==> src/rtl/xirq_pkg.sv <==
// Package: shared trigger codes and register offsets for the external interrupt controller.
// Assumes byte offsets on a word-aligned register port.
package xirq_pkg;

    typedef enum logic [3:0] {
        TRIG_OFF  = 4'd0,
        TRIG_RISE = 4'd1,
        TRIG_FALL = 4'd2,
        TRIG_BOTH = 4'd3,
        TRIG_HIGH = 4'd5,
        TRIG_LOW  = 4'd6
    } trig_e;

    localparam int TRIG_FIELD_W = 4;

    localparam int OFS_TRIG = 'h0;
    localparam int OFS_PEND = 'h4;
    localparam int OFS_CLR  = 'h8;
    localparam int OFS_EN   = 'hC;

endpackage

==> src/rtl/xirq_sync.sv <==
// Module: two-flop synchronizer for a vector of asynchronous pins.
// Assumes each pin is a slow, independent signal; no bus coherence is implied.
module xirq_sync #(
    parameter int WIDTH = 6
) (
    input  logic             clk,
    input  logic             rst_n,
    input  logic [WIDTH-1:0] async_i,
    output logic [WIDTH-1:0] sync_o
);

    logic [WIDTH-1:0] meta_q;
    logic [WIDTH-1:0] stab_q;

    // Purpose: move the pins into the clock domain through two flops.
    always_ff @(posedge clk) begin
        if (!rst_n) begin
            meta_q <= '0;
            stab_q <= '0;
        end else begin
            meta_q <= async_i;
            stab_q <= meta_q;
        end
    end

    assign sync_o = stab_q;

endmodule

==> src/rtl/xirq_detect.sv <==
// Module: trigger detection and pending flag for one synchronized pin.
// Assumes lvl_i is already synchronous; clr_i is a one-cycle clear request.
module xirq_detect
    import xirq_pkg::*;
(
    input  logic                    clk,
    input  logic                    rst_n,
    input  logic                    lvl_i,
    input  logic [TRIG_FIELD_W-1:0] mode_i,
    input  logic                    clr_i,
    output logic                    pend_o
);

    logic prev_q;
    logic pend_q;
    logic rise;
    logic fall;
    logic evt;

    // Purpose: derive edge flags and select the event for the configured code.
    always_comb begin
        rise = lvl_i & ~prev_q;
        fall = ~lvl_i & prev_q;
        case (mode_i)
            TRIG_RISE: evt = rise;
            TRIG_FALL: evt = fall;
            TRIG_BOTH: evt = rise | fall;
            TRIG_HIGH: evt = lvl_i;
            TRIG_LOW:  evt = ~lvl_i;
            default:   evt = 1'b0;
        endcase
    end

    // Purpose: remember last level and latch pending; a new event beats a clear.
    always_ff @(posedge clk) begin
        if (!rst_n) begin
            prev_q <= 1'b0;
            pend_q <= 1'b0;
        end else begin
            prev_q <= lvl_i;
            pend_q <= evt | (pend_q & ~clr_i);
        end
    end

    assign pend_o = pend_q;

    assert_edge_hold_R3: assert property (@(posedge clk) disable iff (!rst_n)
        ((mode_i inside {TRIG_RISE, TRIG_FALL, TRIG_BOTH}) && pend_q && !clr_i) |=> pend_q);

    assert_high_sets_R6: assert property (@(posedge clk) disable iff (!rst_n)
        (mode_i == TRIG_HIGH && lvl_i) |=> pend_q);

    assert_bad_code_quiet_R7: assert property (@(posedge clk) disable iff (!rst_n)
        (!(mode_i inside {TRIG_RISE, TRIG_FALL, TRIG_BOTH, TRIG_HIGH, TRIG_LOW}) && !pend_q) |=> !pend_q);

endmodule

==> src/rtl/xirq_regs.sv <==
// Module: register decode for trigger codes, enable, pending clear and readback.
// Assumes single-cycle strobes and byte offsets; rdata is registered.
module xirq_regs
    import xirq_pkg::*;
#(
    parameter int N_IN   = 6,
    parameter int ADDR_W = 4,
    parameter int DATA_W = 32
) (
    input  logic                   clk,
    input  logic                   rst_n,
    input  logic                   wr_en_i,
    input  logic                   rd_en_i,
    input  logic [ADDR_W-1:0]      addr_i,
    input  logic [DATA_W-1:0]      wdata_i,
    input  logic [N_IN-1:0]        pend_i,
    output logic [TRIG_FIELD_W*N_IN-1:0] cfg_o,
    output logic [N_IN-1:0]        en_o,
    output logic [N_IN-1:0]        clr_o,
    output logic [DATA_W-1:0]      rdata_o
);

    localparam int CFG_W = TRIG_FIELD_W * N_IN;
    localparam logic [ADDR_W-1:0] A_TRIG = ADDR_W'(OFS_TRIG);
    localparam logic [ADDR_W-1:0] A_PEND = ADDR_W'(OFS_PEND);
    localparam logic [ADDR_W-1:0] A_CLR  = ADDR_W'(OFS_CLR);
    localparam logic [ADDR_W-1:0] A_EN   = ADDR_W'(OFS_EN);

    logic [CFG_W-1:0]  cfg_q;
    logic [N_IN-1:0]   en_q;
    logic [DATA_W-1:0] rdata_q;
    logic [DATA_W-1:0] rd_mux;

    // Purpose: clear request per pin, active where the written bit is zero.
    always_comb begin
        clr_o = '0;
        if (wr_en_i && addr_i == A_CLR)
            clr_o = ~wdata_i[N_IN-1:0];
    end

    // Purpose: select readback data; write-only and unmapped offsets give zero.
    always_comb begin
        case (addr_i)
            A_TRIG:  rd_mux = DATA_W'(cfg_q);
            A_PEND:  rd_mux = DATA_W'(pend_i);
            A_EN:    rd_mux = DATA_W'(en_q);
            default: rd_mux = '0;
        endcase
    end

    // Purpose: store configuration and enable, register the read result.
    always_ff @(posedge clk) begin
        if (!rst_n) begin
            cfg_q   <= '0;
            en_q    <= '0;
            rdata_q <= '0;
        end else begin
            if (wr_en_i && addr_i == A_TRIG)
                cfg_q <= wdata_i[CFG_W-1:0];
            if (wr_en_i && addr_i == A_EN)
                en_q <= wdata_i[N_IN-1:0];
            rdata_q <= rd_en_i ? rd_mux : '0;
        end
    end

    assign cfg_o   = cfg_q;
    assign en_o    = en_q;
    assign rdata_o = rdata_q;

    assert_cfg_write_R2: assert property (@(posedge clk) disable iff (!rst_n)
        (wr_en_i && addr_i == A_TRIG) |=> (cfg_o == $past(wdata_i[CFG_W-1:0])));

    assert_rdata_idle_R10: assert property (@(posedge clk) disable iff (!rst_n)
        !rd_en_i |=> (rdata_o == '0));

endmodule

==> src/rtl/xirq_unit.sv <==
// Module: top of the external interrupt controller; synchronizes the pins, runs one
// detector per pin and combines enabled pending flags into the request outputs.
// Assumes N_IN*4 <= DATA_W and register offsets fit in ADDR_W bits.
module xirq_unit
    import xirq_pkg::*;
#(
    parameter int N_IN   = 6,
    parameter int ADDR_W = 4,
    parameter int DATA_W = 32
) (
    input  logic              clk,
    input  logic              rst_n,
    input  logic [N_IN-1:0]   pin_i,
    input  logic              wr_en_i,
    input  logic              rd_en_i,
    input  logic [ADDR_W-1:0] addr_i,
    input  logic [DATA_W-1:0] wdata_i,
    output logic [DATA_W-1:0] rdata_o,
    output logic [N_IN-1:0]   irq_vec_o,
    output logic              irq_o
);

    localparam int CFG_W = TRIG_FIELD_W * N_IN;
    localparam logic [ADDR_W-1:0] A_EN = ADDR_W'(OFS_EN);

    logic [N_IN-1:0]  lvl;
    logic [N_IN-1:0]  pend;
    logic [N_IN-1:0]  en;
    logic [N_IN-1:0]  clr;
    logic [CFG_W-1:0] cfg;

    xirq_sync #(.WIDTH(N_IN)) u_sync (
        .clk     (clk),
        .rst_n   (rst_n),
        .async_i (pin_i),
        .sync_o  (lvl)
    );

    for (genvar g = 0; g < N_IN; g++) begin : g_pin
        xirq_detect u_det (
            .clk    (clk),
            .rst_n  (rst_n),
            .lvl_i  (lvl[g]),
            .mode_i (cfg[g*TRIG_FIELD_W +: TRIG_FIELD_W]),
            .clr_i  (clr[g]),
            .pend_o (pend[g])
        );
    end

    xirq_regs #(.N_IN(N_IN), .ADDR_W(ADDR_W), .DATA_W(DATA_W)) u_regs (
        .clk     (clk),
        .rst_n   (rst_n),
        .wr_en_i (wr_en_i),
        .rd_en_i (rd_en_i),
        .addr_i  (addr_i),
        .wdata_i (wdata_i),
        .pend_i  (pend),
        .cfg_o   (cfg),
        .en_o    (en),
        .clr_o   (clr),
        .rdata_o (rdata_o)
    );

    // Purpose: gate pending by enable and merge into one request line.
    always_comb begin
        irq_vec_o = pend & en;
        irq_o     = |irq_vec_o;
    end

    assert_en_zero_quiet_R9: assert property (@(posedge clk) disable iff (!rst_n)
        (wr_en_i && addr_i == A_EN && wdata_i[N_IN-1:0] == '0) |=> !irq_o);

endmodule

==> config.mk <==
export PLATFORM = sky130hd
export DESIGN_NAME = xirq_unit
export DESIGN_NICKNAME = d
export VERILOG_FILES = /design/src/rtl/xirq_pkg.sv /design/src/rtl/xirq_sync.sv /design/src/rtl/xirq_detect.sv /design/src/rtl/xirq_regs.sv /design/src/rtl/xirq_unit.sv
export SDC_FILE = /design/constraint.sdc
export NUM_CORES = 1
export LEC_CHECK = 0
export BUFFER_PORTS_ARGS = -buffer_cell sky130_fd_sc_hd__buf_2
export CORE_MARGIN = 4
export CORE_UTILIZATION = 54
export CTS_BUF_LIST = sky130_fd_sc_hd__clkbuf_2 sky130_fd_sc_hd__clkbuf_4 sky130_fd_sc_hd__clkbuf_8
export DETAILED_ROUTE_END_ITERATION = 7
export PLACE_DENSITY_LB_ADDON = 0.15
export SLEW_MARGIN = 20
export SYNTH_ARGS = -nofsm -noshare
export SYNTH_HDL_FRONTEND = slang
export SYNTH_SLANG_ARGS = --single-unit
export TNS_END_PERCENT = 30
==> constraint.sdc <==
create_clock -name clk -period 1.8 [get_ports clk]
set_input_delay 0.09 -clock clk [delete_from_list [all_inputs] [get_ports clk]]
set_output_delay 0.09 -clock clk [all_outputs]
set_load 0.02 [all_outputs]
==> results.tsv, run 1 <==
stage	metric	value	unit
status	status	complete, no violations	
finish	Final Cell Area	3960	sq um
critical_path	Setup crit end kind	primary output	
synthesis	Distinct cells, synth	37	
power_and_ir_drop	final total power	3.26	mW
global_routing	first-pass GRT wire length	11200	um
placement	port buffer count	68	
timing	maximum clock frequency	0.566	GHz
critical_path	Crit path buffers/inverters	1	
critical_path	crit-path max cell delay	480	ps
global_routing	largest net degree at the start of global routing	25	
synthesis	YS warnings	0	
clock_tree	clock-pin slew on the worst setup and hold paths	70	ps
floorplanning	Die W	84.2	um
synthesis	post-synthesis xor/xnor area fraction	0	
worst_hold_path	Hold Path Class	input port to register	
power_and_ir_drop	cell area power density	822	nW/um^2
global_routing	initial antenna violation count	0	
finish	P&R area growth vs syn	26.3	%
clock_tree	clk root buf	clkbuf_8	
power_and_ir_drop	Leak	1.67	nW
clock_tree	CTS tree	built	
floorplanning	area of the die	7100	sq um
timing	Hold Slack	12.7	ps
global_routing	Total GRT Usage	0.198	
finish	Nets	493	
synthesis	Mapped Avg Cell Area	9.29	sq um
clock_tree	htree depth	3	
timing	final hold viol count	0	
finish	fill count	434	
critical_path	CP delay by family, top	simple AND/OR/NAND/NOR gates	
synthesis	top_reg_cell synth	dfxtp_1	
synthesis	dominant cells by area after synthesis	dfxtp_1, and2_1, nand2_1	
critical_path	reg-to-reg setup timing slack	270	ps
drt	via count	2553	
drt	Routed Wire Length	6770	um
synthesis	cell taking the most area after synthesis	dfxtp_1	
floorplanning	IO Pins	85	
synthesis	Synth Area in Compound Gates	0.133	
global_routing	M2 GR Usage	0.329	
job	number of max-cap violations	0	
critical_path	critical path arrival	1680	ps
placement	post-placement cell area	3460	sq um
synthesis	Synth Area in Adders	0.0478	
clock_tree	worst-skew pair later-pin latency	350	ps
finish	fin util	0.711	
synthesis	Post-Syn Instances	338	
synthesis	top cell type's share of synthesized area	0.497	
timing	Least-Margin Pin Slew	537	ps
timing	max-slew violations	0	
worst_hold_path	Hold Startpoint	wdata_i[4]	
clock_tree	Clock Sinks	78	
placement	routability cong.	0.805	
finish	most common cell after layout, fill and taps aside	dfxtp_1	
placement	DPL Wire Length	4540	um
global_routing	met1 Use GR	0.240	
timing	endpoints failing setup	0	
power_and_ir_drop	Max VDD drop	0.000562	V
finish	diode count	0	
global_routing	GR met3 Demand/Resource	0.0726	
timing	Slew headroom	0.642	
synthesis	register bit total from synthesis	78	
global_routing	vias in the first global route	2417	
critical_path	Critical Path, Cell by Cell	and2_4, or2_1, or4_4, buf_6	
floorplanning	die height	84.2	um
finish	most frequent cells in the layout	dfxtp_1, buf_2, nand2_1, and2_1, dlygate4sd3_1	
timing	RSZ-0062 raised after global routing	yes	
critical_path	worst reg2reg path startpoint	g_pin[2].u_det.prev_q$_SDFF_PN0_	
critical_path	Required @ worst endpoint	1710	ps
floorplanning	Core ar.	5570	sq um
drt	1st-iter DRT viols	136	
drt	drt wl/cell	13.2	um
clock_tree	TritonCTS Buffers	9	
finish	fraction of layout cells with a size suffix above 1	0.246	
critical_path	R2R cell count	6	
synthesis	Post-synth EDFFs	0	
global_routing	Most Used Layer, Global Route	met2	
timing	Clock Skews	9.20	ps
critical_path	Critical-path top delay cell	or4_4	
synthesis	multiplexer share of the synthesized area	0.0407	
global_routing	GR Overflow Total	0	
synthesis	part of the Yosys area used for sequential elements	0.497	
synthesis	asr flop ratio synth	0	
critical_path	critical path type	register to primary output	
drt	# DRC	0	
timing	Setup TNS Final	0	ps
floorplanning	Core Rows	27	
drt	DR pass1 iterations	4	
critical_path	CP Max Fanout	3	
drt	Final ANT Viol Nets	0	
synthesis	Post-Synth Simple-Gate Area	0.202	
synthesis	combinational family with the most area after synthesis	simple AND/OR/NAND/NOR gates	
drt	routed vias/inst	5.00	
worst_hold_path	WHS Path Cells	3	
critical_path	crit path launch type	register	
worst_hold_path	WHS Endpoint	u_regs.cfg_o[4]$_SDFFE_PN0P_	
synthesis	Cell Area, Synth	3140	sq um
timing	minimum clock period	1770	ps
clock_tree	maximum clock path buffer count	2	
critical_path	RR Endpoint	g_pin[2].u_det.pend_o$_SDFF_PN0_	
floorplanning	Initial Util	0.563	
timing	Period Utilization, post-route	0.981	
[through the flow]
step | setup slack (ps) | cells
finish | 34.7 | 511
global route | -27.3 | 511
CTS | 9.31 | 510
detailed placement | 292 | 467
global placement | 377 | 467
floorplan | 382 | 345
[worst min-delay path, cell delays in order]
cell,delay [ps]
buf_2,120
nand2_1,50
a21oi_1,50
[kinds of logic (layout without fill, tap and decap cells)]
family,count (synthesis),in the layout
compound gates,66,66
fa+ha+maj,12,12
simple gates,128,128
mux,12,12
other cells,1,8
buf+inv,41,135
flops,78,78
[flip-flops by register name, summed over array words and instances, names as in the netlist]
signal	cells
g_pin.u_det.pend_o	6
u_sync.meta_q	6
u_regs.cfg_o	24
g_pin.u_det.prev_q	6
u_regs.en_o	6
u_regs.rdata_o	24
u_sync.sync_o	6
[metal layers]
layer / up-vias / wire length [um]
met5: - / 0
met4: 0 / 77
met3: 8 / 362
met2: 56 / 3340
met1: 1189 / 2990
li1: 1300 / -
[cell type report]
class | instances | area, sq um | area share
clock inverter | 4 | 47.5 | 0.0120
tap | 72 | 90.1 | 0.0227
inverter | 18 | 67.6 | 0.0170
sequential | 78 | 1570 | 0.395
timing repair buffer | 102 | 672 | 0.170
clock buffer | 11 | 145 | 0.0366
multi-input combinational | 226 | 1380 | 0.347
[where the power goes]
| part | switching (mW) | total [mW] | internal [mW] |
|---|---|---|---|
| sequential | 0.0173 | 1.77 | 1.75 |
| combinational | 0.105 | 0.209 | 0.103 |
| clock | 0.600 | 1.28 | 0.681 |
[synthesized netlist by cell type (all sizes together) (2+ instances only)]
cell	number
a221o	4
and4	2
a22oi	6
nand3b	4
inv	18
nand2	56
clkbuf	5
or2	2
o22a	2
buf	18
and2	36
ha	12
o211ai	6
o21ai	10
dfxtp	78
a21oi	29
o22ai	4
nor2	22
o41ai	2
mux2	6
mux2i	6
[how the worst max path moves through the flow]
stage | from | endpoint | slack, ps | depth (start not counted)
finish | g_pin[2].u_det.pend_o$_SDFF_PN0_ | irq_o | 30 | 4
global route | g_pin[2].u_det.pend_o$_SDFF_PN0_ | irq_o | -30 | 4
CTS | g_pin[4].u_det.pend_o$_SDFF_PN0_ | irq_o | 9 | 4
detailed placement | g_pin[2].u_det.prev_q$_SDFF_PN0_ | g_pin[2].u_det.pend_o$_SDFF_PN0_ | 290 | 6
global placement | g_pin[4].u_det.prev_q$_SDFF_PN0_ | g_pin[4].u_det.pend_o$_SDFF_PN0_ | 380 | 6
floorplan | g_pin[4].u_det.pend_o$_SDFF_PN0_ | irq_o | 380 | 3
[timing repair]
| item | 4_1_cts | 5_1_grt |
|---|---|---|
| resized for setup | 0 | 11 |
| hold buffers | 28 | 0 |
| setup buffers | 0 | 1 |
| setup endpoints to repair | 0 | 1 |
| endpoints found under the hold margin | 28 | 0 |
(Power assumes the default switching activity.)
==> run 2: changes to the inputs <==
--- a/config.mk
+++ b/config.mk
@@ -5,9 +5,11 @@
 export SDC_FILE = /design/constraint.sdc
 export NUM_CORES = 1
 export LEC_CHECK = 0
+export ABC_AREA = 1
+export ABC_CLOCK_PERIOD_IN_PS = 1800
 export BUFFER_PORTS_ARGS = -buffer_cell sky130_fd_sc_hd__buf_2
 export CORE_MARGIN = 4
-export CORE_UTILIZATION = 54
+export CORE_UTILIZATION = 55
 export CTS_BUF_LIST = sky130_fd_sc_hd__clkbuf_2 sky130_fd_sc_hd__clkbuf_4 sky130_fd_sc_hd__clkbuf_8
 export DETAILED_ROUTE_END_ITERATION = 7
 export PLACE_DENSITY_LB_ADDON = 0.15
==> run 2 against run 1 <==
  * Critical path depth grew 1
  * Highest routed layer unchanged
  * Synthesized cell count up 44%
  * Non-clock buffer count down 6
  * Total power shrank 2.9%
  * Utilization shrank 1.6 points
  * Critical endpoint unchanged
  * Largest power group unchanged
==> results.tsv, run 2 <==
stage	metric	value	unit
power_and_ir_drop	clock share of power	0.358	
timing	Least-Margin Pin Slew	495	ps
critical_path	Critical Path End	irq_o	
synthesis	dominant cells by area after synthesis	dfxtp_1, nand2_1, inv_1	
timing	Slew headroom	0.669	
clock_tree	worst-skew pair later-pin latency	340	ps
global_routing	vias in the first global route	2931	
critical_path	Required @ worst endpoint	1710	ps
power_and_ir_drop	Net Sw Frac	0.237	
critical_path	critical path arrival	1260	ps
drt	DR pass1 iterations	4	
critical_path	Setup crit end kind	primary output	
global_routing	Total GRT Usage	0.210	
finish	P&R area growth vs syn	21.1	%
finish	Nets	637	
finish	fraction of layout cells with a size suffix above 1	0.168	
drt	1st-iter DRT viols	189	
timing	final hold viol count	0	
status	status	complete, no violations	
critical_path	worst reg2reg path startpoint	g_pin[3].u_det.prev_q$_SDFF_PN0_	
synthesis	Cell Area, Synth	3440	sq um
timing	RSZ-0062 raised after global routing	no	
synthesis	register bit total from synthesis	78	
finish	fin util	0.695	
floorplanning	die height	87.1	um
synthesis	part of the Yosys area used for sequential elements	0.454	
critical_path	critical path type	register to primary output	
clock_tree	htree depth	3	
finish	most common cell after layout, fill and taps aside	nand2_1	
power_and_ir_drop	Max VDD drop	0.000468	V
critical_path	RR Endpoint	g_pin[3].u_det.pend_o$_SDFF_PN0_	
drt	routed vias/inst	4.72	
clock_tree	clk root buf	clkbuf_8	
worst_hold_path	Hold Path Class	input port to register	
synthesis	asr flop ratio synth	0	
global_routing	GR Overflow Total	0	
drt	drt wl/cell	11.6	um
drt	via count	3108	
critical_path	reg-to-reg setup timing slack	540	ps
timing	Setup TNS Final	0	ps
floorplanning	Initial Util	0.574	
power_and_ir_drop	sequential share of power	0.562	
drt	Final ANT Viol Nets	0	
synthesis	commonest cells in the netlist	nand2_1, inv_1, nor2_1	
floorplanning	Die W	87.1	um
drt	Routed Wire Length	7640	um
synthesis	Post-synth EDFFs	0	
timing	Clock Skews	7.69	ps
clock_tree	cts repair resizes	0	
placement	port buffer count	68	
power_and_ir_drop	final total power	3.16	mW
timing	max-slew violations	0	
placement	DPL Wire Length	5210	um
timing	endpoints failing setup	0	
critical_path	CP Max Fanout	3	
clock_tree	CTS tree	built	
global_routing	largest net degree at the start of global routing	33	
synthesis	Mapped Avg Cell Area	7.05	sq um
synthesis	Post-Syn Instances	488	
clock_tree	clock-pin slew on the worst setup and hold paths	70	ps
synthesis	cell taking the most area after synthesis	dfxtp_1	
floorplanning	area of the die	7580	sq um
power_and_ir_drop	Leak	2.24	nW
synthesis	Distinct cells, synth	22	
critical_path	crit path launch type	register	
power_and_ir_drop	cell area power density	759	nW/um^2
job	number of max-cap violations	0	
critical_path	R2R cell count	9	
clock_tree	maximum clock path buffer count	2	
finish	diode count	0	
synthesis	top cell type's share of synthesized area	0.454	
finish	fill count	526	
clock_tree	TritonCTS Buffers	9	
timing	minimum clock period	1350	ps
power_and_ir_drop	Int Pwr	2.41	mW
synthesis	top_reg_cell synth	dfxtp_1	
placement	routability cong.	0.838	
power_and_ir_drop	Logic pwr share	0.080	
floorplanning	Core ar.	5990	sq um
clock_tree	Clock Sinks	78	
synthesis	most common cell in the synthesized netlist	nand2_1	
global_routing	initial antenna violation count	0	
synthesis	YS warnings	0	
floorplanning	Core Rows	28	
critical_path	crit path from	g_pin[2].u_det.pend_o$_SDFF_PN0_	
floorplanning	IO Pins	85	
power_and_ir_drop	net switching power	0.748	mW
global_routing	first-pass GRT wire length	12600	um
timing	Period Utilization, post-route	0.752	
drt	# DRC	0	
finish	most frequent cells in the layout	nand2_1, inv_1, nor2_1, dfxtp_1, buf_2	
timing	maximum clock frequency	0.738	GHz
run 2: cell types whose count changed after synthesis, moves of 6 or more:
cell      change
nand3_1      +15
and2_1       -36
mux2_2        -6
o21ai_0      +11
a21oi_1      -15
o211ai_1      -6
nor3_1       +18
o21ai_1       +6
a22oi_1       -6
nand2_1      +65
nor2_1       +60
mux2i_1       -6
inv_1        +71
run 2: final cells by class:
type | instances | area (sq um) | area share
sequential | 78 | 1560 | 0.375
multi-input combinational | 301 | 1390 | 0.333
timing repair buffer | 96 | 608 | 0.146
inverter | 93 | 349 | 0.0838
clock buffer | 13 | 154 | 0.0370
tap | 75 | 93.8 | 0.0225
clock inverter | 2 | 10.0 | 0.00240
run 2: cell families (layout without fill, tap and decap cells):
kind of cell               Yosys count  count (layout)  synth area share
AOI/OAI and AO/OA                   40              40            0.0593
adders and majority gates           12              12            0.0437
buffers and inverters              116             204             0.150
and+or+nand+nor                    241             241             0.292
other                                1               8           0.00109
DFF                                 78              78             0.454
run 2: worst max-delay path, cell delays in order, from the launching register on:
cell and delay [ps]:
dfxtp_1 330, nand2_1 80, inv_1 60, nor3_1 210, nand3_1 80, buf_2 160
run 2: power groups by stage:
stage	combinational (mW)	clock (mW)	sequential, mW
after floorplan	0.154	0	1.81
after global placement	0.207	0	1.81
after detailed placement	0.213	0	1.82
after CTS	0.252	1.16	1.78
after global routing	0.285	1.22	1.78
final	0.254	1.13	1.78
run 2: through the flow:
step / hold slack, ps / std cells / setup WS [ps] / area (sq um)
finish: 10.9 / 658 / 446 / 4160
global route: 22.5 / 658 / 349 / 4160
CTS: 0.0375 / 658 / 418 / 4160
detailed placement: 275 / 620 / 555 / 3770
global placement: 270 / 620 / 583 / 3770
floorplan: 188 / 495 / 726 / 3470
run 2: repair_timing:
action	4_1_cts	5_1_grt
hold buffers	23	0
endpoints found under the hold margin	23	0
buffers inserted	0	0
run 2: worst min path at each step:
stage	start	end	slack (ps)	cells after the start
after CTS	wdata_i[6]	u_regs.cfg_o[6]$_SDFFE_PN0P_	0.04	3
after global routing	wdata_i[5]	u_regs.cfg_o[5]$_SDFFE_PN0P_	20	3
final	wdata_i[23]	u_regs.cfg_o[23]$_SDFFE_PN0P_	10	3
after detailed placement	pin_i[1]	u_sync.meta_q[1]$_SDFF_PN0_	270	3
after floorplan	pin_i[0]	u_sync.meta_q[0]$_SDFF_PN0_	190	2
after global placement	pin_i[1]	u_sync.meta_q[1]$_SDFF_PN0_	270	3
run 2: metal layers:
| layer | share of wire | track usage |
|---|---|---|
| met1 | 0.42 | 0.244 |
| met5 | 0 | 0 |
| met2 | 0.48 | 0.368 |
| met4 | 0.025 | 0.105 |
| met3 | 0.070 | 0.0378 |
==> run 3: changes to the inputs <==
--- a/config.mk
+++ b/config.mk
@@ -6,7 +6,7 @@
 export NUM_CORES = 1
 export LEC_CHECK = 0
 export ABC_AREA = 1
-export ABC_CLOCK_PERIOD_IN_PS = 1800
+export ABC_CLOCK_PERIOD_IN_PS = 1300
 export BUFFER_PORTS_ARGS = -buffer_cell sky130_fd_sc_hd__buf_2
 export CORE_MARGIN = 4
 export CORE_UTILIZATION = 55
==> constraint.sdc (replaced) <==
create_clock -name clk -period 1.3 [get_ports clk]
set_input_delay 0.065 -clock clk [delete_from_list [all_inputs] [get_ports clk]]
set_output_delay 0.065 -clock clk [all_outputs]
set_load 0.02 [all_outputs]
==> run 3 against run 2 <==
  * Non-clock buffer count is 17 higher
  * Worst setup slack worse by 430 ps
  * First-iteration DRC count is 1.1% lower
  * Worst hold slack better by 4.9 ps
  * Design area is 5.3% higher
  * Sequential share of layout area is 1.6 points lower
  * Clock skew hardly changed
  * Critical path type unchanged
==> results.tsv, run 3 (synthesis results as in run 2) <==
stage	metric	value	unit
critical_path	Required @ worst endpoint	1240	ps
global_routing	first-pass GRT wire length	13000	um
floorplanning	IO Pins	85	
power_and_ir_drop	clock share of power	0.374	
finish	Nets	654	
placement	routability cong.	0.833	
critical_path	Setup crit end kind	primary output	
drt	Final ANT Viol Nets	0	
timing	maximum clock frequency	0.781	GHz
power_and_ir_drop	Max VDD drop	0.000701	V
placement	port buffer count	68	
drt	routed vias/inst	4.71	
critical_path	Critical-path top delay cell	dfxtp_2	
power_and_ir_drop	final total power	4.53	mW
timing	max-slew violations	0	
placement	DPL Wire Length	5210	um
drt	Routed Wire Length	7840	um
global_routing	vias in the first global route	3057	
power_and_ir_drop	net switching power	1.07	mW
power_and_ir_drop	Leak	2.35	nW
drt	via count	3182	
timing	endpoints failing setup	0	
clock_tree	clk root buf	clkbuf_8	
placement	pre-CTS setup slack	118	ps
floorplanning	Core ar.	5990	sq um
floorplanning	Initial Util	0.574	
finish	Multi-input gate area	1400	sq um
power_and_ir_drop	Logic pwr share	0.083	
global_routing	largest net degree at the start of global routing	28	
critical_path	CP delay by family, top	simple AND/OR/NAND/NOR gates	
finish	fill count	468	
global_routing	GR Overflow Total	0	
clock_tree	TritonCTS Buffers	9	
critical_path	Critical Path, Cell by Cell	nand2_2, inv_2, nor3_2, nand3_1, buf_6	
clock_tree	worst-skew pair later-pin latency	340	ps
timing	Hold Slack	15.7	ps
floorplanning	die height	87.1	um
timing	Clock Skews	7.38	ps
power_and_ir_drop	cell area power density	1030	nW/um^2
clock_tree	htree depth	3	
finish	P&R area growth vs syn	27.5	%
finish	Register Area	1580	sq um
global_routing	initial antenna violation count	0	
clock_tree	CTS tree	built	
drt	1st-iter DRT viols	187	
finish	Post-Layout Cell Count	676	
clock_tree	maximum clock path buffer count	2	
drt	DR pass1 iterations	4	
timing	Period Utilization, post-route	0.985	
global_routing	Total GRT Usage	0.219	
critical_path	Crit path buffers/inverters	2	
timing	Setup WS post-layout	18.9	ps
clock_tree	Clock Sinks	78	
power_and_ir_drop	Net Sw Frac	0.236	
timing	Setup TNS Final	0	ps
critical_path	crit-path max cell delay	340	ps
critical_path	CP Max Fanout	2	
floorplanning	area of the die	7580	sq um
finish	most common cell after layout, fill and taps aside	nand2_1	
worst_hold_path	Hold Path Class	input port to register	
timing	minimum clock period	1280	ps
floorplanning	Core Rows	28	
placement	Placed Cells	625	
finish	diode count	0	
drt	# DRC	0	
timing	RSZ-0062 raised after global routing	yes	
power_and_ir_drop	Int Pwr	3.47	mW
status	status	complete, no violations	
timing	final hold viol count	0	
critical_path	crit path launch type	register	
finish	most frequent cells in the layout	nand2_1, inv_1, nor2_1, buf_2, dfxtp_1	
drt	drt wl/cell	11.6	um
critical_path	critical path type	register to primary output	
critical_path	critical path arrival	1220	ps
finish	fraction of layout cells with a size suffix above 1	0.211	
job	number of max-cap violations	0	
floorplanning	Die W	87.1	um
power_and_ir_drop	sequential share of power	0.543	
clock_tree	clock-pin slew on the worst setup and hold paths	70	ps
==> run 3: area by class of cell <==
class	count	share of cell area
sequential	78	0.359
multi-input combinational	301	0.320
timing repair buffer	113	0.177
inverter	93	0.0796
clock buffer	13	0.0394
tap	75	0.0214
clock inverter	3	0.00399
==> run 3: worst paths after layout <==
kind	start	endpoint	slack, ps	depth (start not counted)
hold / removal	wdata_i[3]	u_regs.cfg_o[3]$_SDFFE_PN0P_	20	3
setup / recovery	g_pin[3].u_det.pend_o$_SDFF_PN0_	irq_o	20	5
hold reg to reg	u_sync.meta_q[0]$_SDFF_PN0_	u_sync.sync_o[0]$_SDFF_PN0_	410	2
setup reg to reg	g_pin[3].u_det.prev_q$_SDFF_PN0_	g_pin[3].u_det.pend_o$_SDFF_PN0_	40	9
==> run 3: repair_timing <==
item / 4_1_cts / 5_1_grt
setup buffers: 4 / 0
setup endpoints to repair: 1 / 5
hold buffers: 31 / 0
hold endpoints to repair: 30 / 0
gates resized for setup: 10 / 11
pin swaps: 4 / 6
==> run 3: through the flow <==
step | cell area, sq um | utilization
global route | 4390 | 0.732
detailed placement | 3820 | 0.638
floorplan | 3470 | -
CTS | 4370 | 0.730
global placement | 3820 | 0.638
finish | 4390 | 0.732
==> run 3: power by group through the flow <==
| stage | Sequential, mW | Combinational [mW] | Clock (mW) |
|---|---|---|---|
| after global routing | 2.47 | 0.427 | 1.84 |
| after global placement | 2.51 | 0.294 | 0 |
| final | 2.46 | 0.378 | 1.70 |
| after CTS | 2.46 | 0.374 | 1.74 |
| after floorplan | 2.51 | 0.213 | 0 |
| after detailed placement | 2.51 | 0.302 | 0 |
==> run 3: routing by layer <==
layer | vias to the layer above | part of all wire | GRT usage
li1 | 1646 | - | -
met1 | 1416 | 0.42 | 0.261
met2 | 106 | 0.49 | 0.374
met3 | 14 | 0.072 | 0.0464
met4 | 0 | 0.018 | 0.0992
met5 | - | 0 | 0
==> run 3: worst register-to-register path, cell delays in order (launching register included) <==
cell and delay, ps:
dfxtp_2 330, inv_1 40, ha_1 280, nor2_1 140, nor2_1 70, nand2_1 60, nand2_1 50, nor2_1 110
nor2_1 50, nor2_1 70
